===== config.mk =====
export PLATFORM = sky130hd
export DESIGN_NAME = psram_power_seq
export DESIGN_NICKNAME = d
export VERILOG_FILES = /design/src/rtl/psram_pwr_pkg.sv /design/src/rtl/psram_wait_timer.sv /design/src/rtl/psram_pwr_fsm.sv /design/src/rtl/psram_valid_flag.sv /design/src/rtl/psram_power_seq.sv
export SDC_FILE = /design/constraint.sdc
export NUM_CORES = 1
export LEC_CHECK = 0
export ABC_AREA = 1
export BUFFER_PORTS_ARGS = -buffer_cell sky130_fd_sc_hd__buf_2
export CORE_MARGIN = 5
export CORE_UTILIZATION = 23
export DETAILED_ROUTE_END_ITERATION = 6
export PLACE_DENSITY_LB_ADDON = 0.1
export SYNTH_ARGS = -nofsm -noshare
export SYNTH_HDL_FRONTEND = slang
export SYNTH_SLANG_ARGS = --single-unit

===== constraint.sdc =====
create_clock -name clk -period 1.7 [get_ports clk]
set_clock_uncertainty 0.15 [all_clocks]
set_input_delay 0.17 -clock clk [delete_from_list [all_inputs] [get_ports clk]]
set_output_delay 0.17 -clock clk [all_outputs]
set_load 0.01 [all_outputs]

===== src/rtl/psram_pwr_pkg.sv =====
package psram_pwr_pkg;

    typedef enum logic [1:0] {
        PS_INIT    = 2'd0,
        PS_STANDBY = 2'd1,
        PS_ACTIVE  = 2'd2,
        PS_PWRDN   = 2'd3
    } pwr_state_e;

    typedef struct packed {
        pwr_state_e st;
        logic       ce1_n;
        logic       ce2;
        logic       ready;
    } fsm_regs_t;

endpackage


===== src/rtl/psram_wait_timer.sv =====
module psram_wait_timer #(
    parameter int WAIT_CYCLES = 35000
) (
    input  logic clk,
    input  logic rst_n,
    input  logic run,
    output logic done
);
    localparam int CW = $clog2(WAIT_CYCLES + 1);
    localparam logic [CW-1:0] LAST = CW'(WAIT_CYCLES - 1);

    logic [CW-1:0] cnt_d, cnt_q;

    // Counts only while running; any cycle outside the wait clears it,
    // so every entry to the initial state starts from zero.
    always_comb begin
        cnt_d = '0;
        if (run && (cnt_q != LAST)) cnt_d = cnt_q + 1'b1;
        done = run && (cnt_q == LAST);
    end

    always_ff @(posedge clk or negedge rst_n) begin
        if (!rst_n) cnt_q <= '0;
        else        cnt_q <= cnt_d;
    end
endmodule


===== src/rtl/psram_pwr_fsm.sv =====
module psram_pwr_fsm
    import psram_pwr_pkg::*;
(
    input  logic       clk,
    input  logic       rst_n,
    input  logic       wait_done,
    input  logic       acc_pend,
    input  logic       pd_req,
    output pwr_state_e state,
    output logic       ce1_n,
    output logic       ce2,
    output logic       ready,
    output logic       pd_entry
);
    fsm_regs_t r_d, r_q;

    always_comb begin
        r_d      = r_q;
        pd_entry = 1'b0;
        unique case (r_q.st)
            PS_INIT:    if (wait_done) r_d.st = PS_STANDBY;
            PS_STANDBY: begin
                if (acc_pend) begin
                    r_d.st = PS_ACTIVE;
                end else if (pd_req) begin
                    r_d.st   = PS_PWRDN;
                    pd_entry = 1'b1;
                end
            end
            PS_ACTIVE:  if (!acc_pend) r_d.st = PS_STANDBY;
            PS_PWRDN:   if (!pd_req) r_d.st = PS_INIT;
            default:    r_d.st = PS_INIT;
        endcase
        // Pin levels registered from the next state: glitch-free outputs.
        r_d.ce1_n = (r_d.st != PS_ACTIVE);
        r_d.ce2   = (r_d.st != PS_PWRDN);
        r_d.ready = (r_d.st == PS_STANDBY) || (r_d.st == PS_ACTIVE);
    end

    always_ff @(posedge clk or negedge rst_n) begin
        if (!rst_n) r_q <= '{st: PS_INIT, ce1_n: 1'b1, ce2: 1'b1, ready: 1'b0};
        else        r_q <= r_d;
    end

    assign state = r_q.st;
    assign ce1_n = r_q.ce1_n;
    assign ce2   = r_q.ce2;
    assign ready = r_q.ready;
endmodule


===== src/rtl/psram_valid_flag.sv =====
module psram_valid_flag (
    input  logic clk,
    input  logic rst_n,
    input  logic ready,
    input  logic pd_entry,
    input  logic ack,
    output logic valid
);
    logic valid_d, valid_q;

    always_comb begin
        valid_d = valid_q;
        if (pd_entry)         valid_d = 1'b0;  // loss of contents wins
        else if (ack && ready) valid_d = 1'b1;
    end

    always_ff @(posedge clk or negedge rst_n) begin
        if (!rst_n) valid_q <= 1'b0;
        else        valid_q <= valid_d;
    end

    assign valid = valid_q;
endmodule


===== src/rtl/psram_power_seq.sv =====
module psram_power_seq
    import psram_pwr_pkg::*;
#(
    parameter int CLK_PERIOD_PS = 10000,
    parameter int WAIT_US       = 350
) (
    input  logic clk,
    input  logic rst_n,
    input  logic acc_pend,
    input  logic pd_req,
    input  logic valid_ack,
    output logic ce1_n,
    output logic ce2,
    output logic ready,
    output logic data_valid
);
    localparam longint WAIT_PS     = longint'(WAIT_US) * 64'd1000000;
    localparam int     WAIT_CYCLES = int'((WAIT_PS + CLK_PERIOD_PS - 1) / CLK_PERIOD_PS);

    pwr_state_e state;
    logic       wait_done;
    logic       pd_entry;

    psram_wait_timer #(.WAIT_CYCLES(WAIT_CYCLES)) u_timer (
        .clk   (clk),
        .rst_n (rst_n),
        .run   (state == PS_INIT),
        .done  (wait_done)
    );

    psram_pwr_fsm u_fsm (
        .clk       (clk),
        .rst_n     (rst_n),
        .wait_done (wait_done),
        .acc_pend  (acc_pend),
        .pd_req    (pd_req),
        .state     (state),
        .ce1_n     (ce1_n),
        .ce2       (ce2),
        .ready     (ready),
        .pd_entry  (pd_entry)
    );

    psram_valid_flag u_valid (
        .clk      (clk),
        .rst_n    (rst_n),
        .ready    (ready),
        .pd_entry (pd_entry),
        .ack      (valid_ack),
        .valid    (data_valid)
    );
endmodule


==> impl_metrics.ini <==
[logic_synthesis]
synth_edf_count = 0
synth.ff_latch_count = 22
synth_ff_type = dfrtp_1
synth_cell_type_count = 18
synth_area_um2 = 1120
netlist_top_cells_count = nand2_1, nor2_1, dfrtp_1, inv_1, nand3_1
synthArstFlopShare = 1.00
ys_warn_count = 0
synth_fa_ha_area_frac = 0.0222
netlist.area_leader.share = 0.445
syn-num-nets = 151
synth_most_common_cell = nand2_1
synth_xor_area_frac = 0.0545
synth_top_family_by_area = simple AND/OR/NAND/NOR gates
ys_top_cells_by_area = dfrtp_1, nand2_1, nor2_1
syn_area_per_cell_um2 = 7.81
synth_compound_area_frac = 0.0567
yosys.area_share.simple = 0.311
ys_seq_area_frac = 0.492
synth_largest_area_cell = dfrtp_1
synth.area.mux_share = 0
syn_inst = 144

[floorplan]
rows = 25
die_w_um = 79.9
initial_core_util = 0.238
fp.coreArea_um2 = 4720
dieHeight_um = 79.9
dieArea_um2 = 6390
io_pins = 9

[global_routing]
grt_use_total = 0.0902
antenna_found_initial = 0
first_global_vias = 958
grt_max_degree = 23
grt_pass1_wl_mm = 4.48
grt_overflow = 0

[timing]
fin_crit_ps = 1590
setup_viol = 0
slew-limit-headroom = 0.643
setup_slack_ps = 110
finalMaxSlewViolations = 0
grt_setup_unrepaired = yes
period_share = 0.935
hold-worst-slack_ps = 5.08
tns_ps = 0
max_clock_freq_mhz = 629
hold_viol = 0
worst_pin_slew_ps = 536

[critical_path]
required_ps = 1710
critical_path.max_stage_delay_ps = 390
cpLargestDelayFamily = adder cells
startpoint_type = flop
endpoint_kind = flop
critPathBufInv = 1
critical-path-slowest-cell = dfrtp_1
cp.arrival_ps = 1600
path_max_fanout = 3
crit_top_cell = nand2_1
crit_type = flop to flop
crit_path_cell_trace = ha_2 -> nand2_1 -> inv_1 -> nand2_1 -> nor2_2 -> nand2_2 -> o21bai_1 -> ha_1

[route]
drc_errors = 0
drt_pass1_iterations = 4
wl_per_cell_um = 11.1
drt_iter0_markers = 42
routed_wl_mm = 2.52
final_antenna_net_count = 0
drt-vias-per-instance = 4.03
vias = 918

[clocking]
root_buffer = clkbuf_8
cts.clk_slew.worst_paths_ps = 90
clkLatencyLatePin_ps = 270
cts_buffer_depth = 2
h-tree-depth = 1
cts-buffers-inserted = 3
cts_tree = done
clock-sinks = 22

[final_layout]
fin_util = 0.289
nNetsFinal = 169
drive_gt1_frac = 0.137
nFillCells = 530
final_cell_area_um2 = 1370
area_delta_synth_final_pct = 21.5
n_antenna_cell = 0

[pwr]
powerDensity_nw_per_um2 = 1200
peakVddDrop_mv = 0.534
p_leak_nw = 0.573

[run_status]
outcome = complete, no violations

[placement]
hpwl_mm = 1.83
gp_congestion = 0.813
dp_slack_ps = 64.9
place_area_um2 = 1240
numPortBuffers = 8

[min_path]
hold_class = input port to flop

[flow_run]
drv_cap = 0
==> area by class of cell <==
class / instances / area [um2] / share of cell area
Clock buffer: 3 / 41.3 / 0.0302
Clock inverter: 1 / 30.0 / 0.0220
Inverter: 16 / 60.1 / 0.0440
Multi-Input combinational cell: 105 / 508 / 0.372
Sequential cell: 22 / 553 / 0.405
Tap cell: 67 / 83.8 / 0.0614
Timing Repair Buffer: 14 / 90.1 / 0.0659
==> path summary, 6_finish.rpt <==
kind                       slack (ps)              from  cells after the start          endpoint
min reg2reg                       380     u_valid.valid                      2     u_valid.valid
max in group asynchronous         770             rst_n                      2       u_fsm.ce1_n
min                                 5         valid_ack                      3     u_valid.valid
max                               110  u_timer.cnt_q[1]                      8       u_fsm.ready
max reg2reg                       110  u_timer.cnt_q[1]                      8       u_fsm.ready
min in group asynchronous         270             rst_n                      2  u_timer.cnt_q[1]
==> state kept, by name, summed over array words and instances (netlist names) <==
signal,flops
u_fsm.ce1_n,1
u_fsm.state,2
u_valid.valid,1
u_timer.cnt_q,16
u_fsm.ready,1
u_fsm.ce2,1
==> layout by cell type, fill, tap and decap left out, types with 3 or more instances in the layout <==
cell	n
xor2_1	5
nand4_1	4
nand3_1	7
buf_2	8
o21bai_1	5
clkbuf_8	3
inv_1	16
nand2_1	36
buf_4	4
dfrtp_1	20
nor2_1	35
==> worst min-delay path, stage by stage <==
cell	delay (ps)
buf_2	80
a21oi_1	60
nor2_1	90
==> repair_timing <==
item                       in CTS  in global routing
hold buffers                    2                  0
setup endpoints to repair       0                  5
setup buffers                   0                  3
gates resized for setup         0                  3
hold endpoints to repair       21                  0
==> cell families after synthesis <==
kind of cell	after synthesis
and+or+nand+nor	86
DFF	22
buffers and inverters	17
AOI/OAI and AO/OA	10
xor gates and xnor gates	7
adders and majority gates	2
==> power breakdown <==
group          internal, W  total (W)  leakage, nW  switching (W)
Combinational     0.000172   0.000435        0.247       0.000262
Clock             0.000315   0.000506       0.0357       0.000191
Sequential        0.000629   0.000698        0.290      0.0000690
Total              0.00112    0.00164        0.573       0.000522
==> per-stage QoR <==
| stage | std cells | power, W |
|---|---|---|
| global route | 228 | 0.00175 |
| floorplan | 144 | 0.00100 |
| CTS | 225 | 0.00162 |
| finish | 228 | 0.00164 |
| global placement | 219 | 0.00111 |
| detailed placement | 219 | 0.00110 |
==> per-layer routing <==
| layer | global-route usage | up-vias | share of wire |
|---|---|---|---|
| met5 | 0 | - | 0 |
| met4 | 0.0405 | 0 | 0.020 |
| met3 | 0.0169 | 4 | 0.026 |
| met2 | 0.147 | 12 | 0.44 |
| met1 | 0.115 | 424 | 0.51 |
| li1 | - | 478 | - |
(Power assumes the default switching activity.)
